==> config.mk <==
export PLATFORM = sky130hd
export DESIGN_NAME = seg_xlate
export DESIGN_NICKNAME = d
export VERILOG_FILES = /design/src/rtl/seg_xlate.sv
export SDC_FILE = /design/constraint.sdc
export NUM_CORES = 1
export LEC_CHECK = 0
export ABC_AREA = 1
export CELL_PAD_IN_SITES_DETAIL_PLACEMENT = 0
export CELL_PAD_IN_SITES_GLOBAL_PLACEMENT = 1
export CORE_AREA = 2 2 150 211
export DETAILED_ROUTE_END_ITERATION = 7
export DIE_AREA = 0 0 152 213
export PLACE_DENSITY = 0.85
export SLEW_MARGIN = 10
export SYNTH_ARGS = -nofsm -noshare
export SYNTH_HDL_FRONTEND = slang
export SYNTH_SLANG_ARGS = --single-unit
==> constraint.sdc <==
create_clock -name clk -period 2.85 [get_ports clk]
set_input_delay 0.57 -clock clk [delete_from_list [all_inputs] [get_ports clk]]
set_output_delay 0.57 -clock clk [all_outputs]
set_load 0.005 [all_outputs]
==> src/rtl/seg_xlate.sv <==
module seg_xlate #(
  parameter int AW = 32
) (
  input  logic          clk,
  input  logic          rst_n,
  input  logic          req_valid,
  input  logic [15:0]   req_sel,
  input  logic [AW-1:0] req_off,
  input  logic [1:0]    req_acc,
  input  logic [1:0]    cpl,
  input  logic [AW-1:0] gdt_base,
  input  logic [AW-1:0] ldt_base,
  output logic          mem_rd,
  output logic [AW-1:0] mem_addr,
  input  logic          mem_rvalid,
  input  logic [31:0]   mem_rdata,
  output logic          busy,
  output logic          done,
  output logic          fault,
  output logic [1:0]    fault_code,
  output logic [AW-1:0] lin_addr
);
  localparam logic [1:0] S_IDLE = 2'd0, S_LO = 2'd1, S_HI = 2'd2, S_FIN = 2'd3;

  logic [1:0]    st;
  logic [AW-1:0] tbase_q, off_q, base_q;
  logic [12:0]   idx_q;
  logic [1:0]    acc_q, lvl_q;
  logic          null_q;
  logic [31:0]   attr_q;

  wire [1:0] rpl     = req_sel[1:0];
  wire       is_null = !req_sel[2] && (req_sel[15:3] == 13'd0);

  always_ff @(posedge clk or negedge rst_n) begin
    if (!rst_n) begin
      st      <= S_IDLE;
      tbase_q <= '0;
      off_q   <= '0;
      base_q  <= '0;
      idx_q   <= '0;
      acc_q   <= '0;
      lvl_q   <= '0;
      null_q  <= 1'b0;
      attr_q  <= '0;
    end else begin
      case (st)
        S_IDLE: if (req_valid) begin
          tbase_q <= req_sel[2] ? ldt_base : gdt_base;
          idx_q   <= req_sel[15:3];
          off_q   <= req_off;
          acc_q   <= req_acc;
          lvl_q   <= (cpl > rpl) ? cpl : rpl;
          null_q  <= is_null;
          st      <= is_null ? S_FIN : S_LO;
        end
        S_LO: if (mem_rvalid) begin
          base_q <= mem_rdata[AW-1:0];
          st     <= S_HI;
        end
        S_HI: if (mem_rvalid) begin
          attr_q <= mem_rdata;
          st     <= S_FIN;
        end
        default: st <= S_IDLE;
      endcase
    end
  end

  assign busy     = (st != S_IDLE);
  assign done     = (st == S_FIN);
  assign mem_rd   = (st == S_LO) || (st == S_HI);
  assign mem_addr = tbase_q + {{(AW-16){1'b0}}, idx_q, 3'b000}
                  + ((st == S_HI) ? AW'(4) : AW'(0));

  wire [19:0]   lim   = attr_q[19:0];
  wire          gran  = attr_q[20];
  wire          pres  = attr_q[21];
  wire [1:0]    dpl   = attr_q[23:22];
  wire          perm  = attr_q[24];
  wire          code  = attr_q[25];
  wire [AW-1:0] elim  = gran ? AW'({lim, 12'hFFF}) : AW'(lim);

  logic type_bad;
  always_comb begin
    case (acc_q)
      2'b00:   type_bad = code && !perm;
      2'b01:   type_bad = code || !perm;
      2'b10:   type_bad = !code;
      default: type_bad = 1'b1;
    endcase
  end

  wire over     = off_q > elim;
  wire priv_bad = lvl_q > dpl;

  logic       bad;
  logic [1:0] why;
  always_comb begin
    bad = 1'b1;
    if (null_q)                    why = 2'b00;
    else if (!pres)                why = 2'b01;
    else if (over)                 why = 2'b10;
    else if (type_bad || priv_bad) why = 2'b11;
    else begin
      why = 2'b00;
      bad = 1'b0;
    end
  end

  assign fault      = done && bad;
  assign fault_code = done ? why : 2'b00;
  assign lin_addr   = (done && !bad) ? base_q + off_q : '0;
endmodule

== Word level (Yosys, flattened, before mapping) ==
Index checks and enable logic that the tools add are counted.
Cells by class
  add/subtract/negate cells: 3
  $lt $le $gt $ge: 3
  equal/unequal tests: 8
  muxes and demuxes: 20
  reduce and logical (&&, ||, !) cells: 19
Operators with widths (count)
  two-way mux 32 bit: 3
  adder 32 x 16 -> 32 bit: 1
  adder 32 x 3 -> 32 bit: 1
  adder 32 bit: 1
  greater-than comparator 32 bit: 1
  two-way mux 2 bit: 10
  zero test 13 bit: 1
  == test 2 bit (second input constant): 3
  inequality test 2 bit (second input constant): 3
  one-hot mux 2 bit (3 select lines): 1
  AND reduction 2 bit: 3
  == test 2 x 1 -> 1 bit (second input constant): 2
  greater-than comparator 2 bit: 2
  logical AND 1 bit: 4
  zero test 1 bit: 4
  zero test 2 bit: 2
  two-way mux 1 bit: 4
  logical OR 1 bit: 3
  two-way mux 3 bit: 1
  one-hot mux 1 bit (3 select lines): 1
  AND reduction 3 bit: 1
  nonzero test 2 bit: 1
Storage, ports and cells
  register bits: 142
  input bits: 152
  output and inout port bits: 70
  logic and storage cells: 62

== Longest topological paths before layout ==
  word-level depth: 11
  depth in mapped cells: 18
  gate-level depth less buffers: 17

== Least setup slack after synthesis ==
Ideal clock, no wire load.
  path type: register to output
  from: reg attr_q[20]
  to: out lin_addr[16]
  data arrival time: 2332 ps
  data required time: 2280 ps
  path slack: -52 ps
  stages on the path, launching flop included: 17
  path buffers: 3
  cells stage by stage: dfrtp_1 -> clkbuf_1 -> buf_1 -> mux2i_1 -> ha_1 -> nand2_1 -> inv_1 -> nand2_1 -> nand2_1 -> nand2_1 -> nand3_1 -> a21oi_1 -> nand2_1 -> nand2_4 -> nand3_4 -> buf_6 -> nor2_2
Between the ends
  word-level cells in the longest chain between the ends: 8
RTL lines
  from (decl): line 30  | logic [31:0] attr_q;
  from (signal assigned): line 62  | attr_q <= mem_rdata;
  two-way mux 32 bit: line 82  | wire [AW-1:0] elim = gran ? AW'({lim, 12'hFFF}) : AW'(lim);
  greater-than comparator 32 bit: line 94  | wire over = off_q > elim;
  two-way mux 1 bit: line 103  | else if (over) why = 2'b10;
  two-way mux 1 bit: line 102  | else if (!pres) why = 2'b01;
  two-way mux 1 bit: line 101  | if (null_q) why = 2'b00;
  zero test 1 bit: line 113  | assign lin_addr = (done && !bad) ? base_q + off_q : '0;
  logical AND 1 bit: line 113
  two-way mux 32 bit: line 113
  to (decl): line 21  | output logic [AW-1:0] lin_addr
Every way passes these cells.

== Worst setup path after layout ==
  from: reg attr_q[20]
  to: out lin_addr[30]
Same word-level chain as after synthesis.

==> run summary <==
dpl hpwl = 26.8 mm
part of the power in the clock network = 11.2%
sequential share of the synthesized area = 35.8%
overall die width = 152 um
area taken by multi-input logic gates = 6330 sq um
Filler cells = 2,959
via count of the first global-routing pass = 10,465
fin crit share = 132%
count of cell types in the netlist = 44
synthesized instance count = 1,346
Skew-Pair Late Insertion Delay = 430 ps
PD cells = 1300 nW/um^2
Worst Setup End Kind = output port
via/cell ratio = 4.83
fraction of final layout cells sized beyond drive strength 1 = 24.4%
number of antenna violations at the first check in global routing = 3
pin count of the biggest net entering global routing = 70
gr usage total = 20.6%
end-of-flow core utilization = 49.7%
leading cell types by count after synthesis = 398 x sky130_fd_sc_hd__nand2_1, 142 x sky130_fd_sc_hd__dfrtp_1, 125 x sky130_fd_sc_hd__inv_1
top layer used by detailed routing = met5
top-level I/O count = 222
share of the synthesized area in the top cell type = 35.8%
Max-slew headroom = 48.5%
maximum fanout along the worst path = 8
clock tree from TritonCTS = yes
warnings from Yosys = 0
Core Region = 30,500 sq um
violations in the final reports = negative setup slack
overall overflow remaining after global route = 0
count of placed standard cells in the final layout, fillers left out = 2,147
async set-or-reset flop fraction in the synthesized netlist = 100%
clock tree root driver cell = sky130_fd_sc_hd__clkbuf_16
wire length on met1 = 12.7 mm
first-iteration detailed-routing DRC count = 489
Mapped Avg Cell Area = 7.38 sq um
Tmin final = 3780 ps
standby leakage power = 0.00748 uW
layout-stage area growth over the synthesis result = 52.6%
final worst setup slack = -926 ps
cell total after placement = 2,084
site row count = 76
first drt pass iteration count = 5
Post-Route WL = 34.8 mm
prevailing post-synth register cell = sky130_fd_sc_hd__dfrtp_1
Inserted Clock Buffers = 17
max-cap violations = 0
Setup CP Type = flip-flop to output port
global-route wire length before repair = 52.5 mm
area taken by flip-flops and latches = 3560 sq um
Crit path arrival time = 3210 ps
Max H-tree Level = 4
synthesized netlist net count = 1,586
Critical Path RT = 2280 ps
worst hold margin = 133 ps
pin slew with the least headroom to its limit = 772 ps
peak ir drop on the vdd network = 0.752 mV
Avg WL per Cell = 16.2 um
Max Fclk = 0.265 GHz
Detail Route met2 WL = 18.6 mm
number of antenna cells inserted = 0
Fin. Hold Viols = 0
number of vias after detailed routing = 10,366
total of buffers placed on input and output ports = 221
unrepaired setup endpoints after global routing = true
clock tree buffer depth = 2
CP startpoint kind = flip-flop
Switching Power = 8920 uW
most frequently used cell type in the post-synthesis netlist = sky130_fd_sc_hd__nand2_1
Design Power = 19,800 uW
number of setup violations in the final report = 56
final number of max-transition violations = 0
number of synthesized register bits = 142
CTS clk-pin slew, worst paths = 60 ps
ANT nets after route = 0
portion of total power attributed to sequential cells = 19.9%
area of the die = 32,400 sq um
min-delay worst type = primary input to async pin
Chip Height = 213 um
CTS Sinks = 142
Sw Ratio = 45.1%
result of the run = complete, but fails checks
Placed Area = 13,800 sq um
WL met3 = 1.87 mm
top cell type by total area after synthesis = sky130_fd_sc_hd__dfrtp_1
finished layout cell area = 15,200 sq um
Max Clock Skew = 6.72 ps
initial standard-cell utilization of the core = 32.5%
Nets = 1,984
largest cells by area after synthesis = sky130_fd_sc_hd__dfrtp_1 36%, sky130_fd_sc_hd__nand2_1 15%, sky130_fd_sc_hd__ha_1 11%
final RePlAce weighted congestion = 0.942
post-synthesis instance area = 9930 sq um
number of enable flip-flop cells after synthesis = 0
remaining design rule violation count = 0
Internal Dissipation = 10,900 uW
Logic pwr share = 69.0%
[sequential cells by signal, indices dropped and copies added, names as in the netlist]
signal and count:
lvl_q 2, st 2, idx_q 13, tbase_q 32
base_q 32, attr_q 26, off_q 32, acc_q 2
null_q 1
[logic make-up after synthesis]
| group | synth area share (%) |
|---|---|
| AOI/OAI and AO/OA | 14.1 |
| adders and majority gates | 11.2 |
| buffers and inverters | 6.74 |
| muxes | 1.59 |
| xor gates and xnor gates | 3.88 |
| and+or+nand+nor | 26.7 |
| DFF | 35.8 |
[cell type report]
type	count	area share, %
clock buffers	17	2.81
repair buffers	423	24.6
well taps	390	3.22
flip-flops and latches	142	23.5
inverters	125	3.11
clock inverters	15	0.999
multi-input cells	1035	41.8
[per-layer routing]
layer | up-vias | track usage [%]
met4 | 6 | 9.99
met3 | 86 | 5.24
met2 | 289 | 39.7
met1 | 4783 | 20.6
met5 | - | 0
li1 | 5202 | -
[worst paths after layout]
| kind | start | end | slack, ps | depth (start not counted) |
|---|---|---|---|---|
| max in group asynchronous | rst_n | off_q[8] | 1960 | 2 |
| worst max-delay path | attr_q[20] | lin_addr[30] | -930 | 13 |
| worst min-delay path | rst_n | tbase_q[0] | 130 | 1 |
| worst max register to register | st[1] | tbase_q[12] | 850 | 7 |
| worst min register to register | base_q[11] | base_q[11] | 490 | 2 |
| min in group clk | base_q[11] | base_q[11] | 490 | 2 |
[cell usage in the layout (no fill, tap or decap), types with 8 or more instances in the layout]
| cell | n |
|---|---|
| sky130_fd_sc_hd__clkbuf_16 | 20 |
| sky130_fd_sc_hd__xor2_1 | 23 |
| sky130_fd_sc_hd__dfrtp_1 | 140 |
| sky130_fd_sc_hd__nand3_1 | 25 |
| sky130_fd_sc_hd__inv_1 | 121 |
| sky130_fd_sc_hd__nand4_1 | 12 |
| sky130_fd_sc_hd__ha_4 | 17 |
| sky130_fd_sc_hd__nand2_1 | 378 |
| sky130_fd_sc_hd__o22ai_1 | 19 |
| sky130_fd_sc_hd__nor3_1 | 10 |
| sky130_fd_sc_hd__buf_6 | 25 |
| sky130_fd_sc_hd__clkdlybuf4s50_1 | 163 |
| sky130_fd_sc_hd__buf_4 | 168 |
| sky130_fd_sc_hd__nor2_2 | 29 |
| sky130_fd_sc_hd__clkbuf_2 | 13 |
| sky130_fd_sc_hd__xnor2_1 | 18 |
| sky130_fd_sc_hd__nand2_4 | 8 |
| sky130_fd_sc_hd__a21oi_2 | 13 |
| sky130_fd_sc_hd__nor2_1 | 112 |
| sky130_fd_sc_hd__dlymetal6s2s_1 | 8 |
| sky130_fd_sc_hd__nor2_4 | 9 |
| sky130_fd_sc_hd__ha_1 | 69 |
| sky130_fd_sc_hd__buf_2 | 33 |
| sky130_fd_sc_hd__a21oi_1 | 84 |
| sky130_fd_sc_hd__nand2_2 | 18 |
| sky130_fd_sc_hd__o21ai_0 | 103 |
[worst max-delay path, cell delays in order, from the launching register on]
cell                              delay, ps
sky130_fd_sc_hd__dfrtp_2                470
sky130_fd_sc_hd__buf_12                 170
sky130_fd_sc_hd__buf_8                  110
sky130_fd_sc_hd__nand2_4                 40
sky130_fd_sc_hd__ha_4                   260
sky130_fd_sc_hd__nand4_1                150
sky130_fd_sc_hd__nor3_4                 180
sky130_fd_sc_hd__nor2b_4                210
sky130_fd_sc_hd__nand4_4                 90
sky130_fd_sc_hd__nand2_4                130
sky130_fd_sc_hd__nand3_4                150
sky130_fd_sc_hd__buf_6                  190
sky130_fd_sc_hd__nor2_2                 100
sky130_fd_sc_hd__clkdlybuf4s50_1        500
[repair_timing]
action	in CTS	in global routing
hold buffers	0	0
gates resized for setup	124	197
gates cloned	0	3
buffers inserted	9	24
endpoints found under the setup margin	64	61
pin swaps	15	45
[power by group through the flow]
stage	clock network [uW]	registers, uW	logic [uW]
after CTS	2270	3870	12500
after detailed placement	0	3830	12000
after global routing	2350	4030	15000
after global placement	0	3810	11900
final	2210	3930	13600
after floorplan	0	3500	6480
[stage by stage]
step | setup TNS, ps | setup WS [ps]
after global routing | -34800 | -1060
after floorplan | 0 | 77.0
after detailed placement | -20390 | -526
after global placement | -16940 | -486
final | -27610 | -926
after CTS | -34780 | -846
Note: power is estimated with default switching activity, not from simulation.
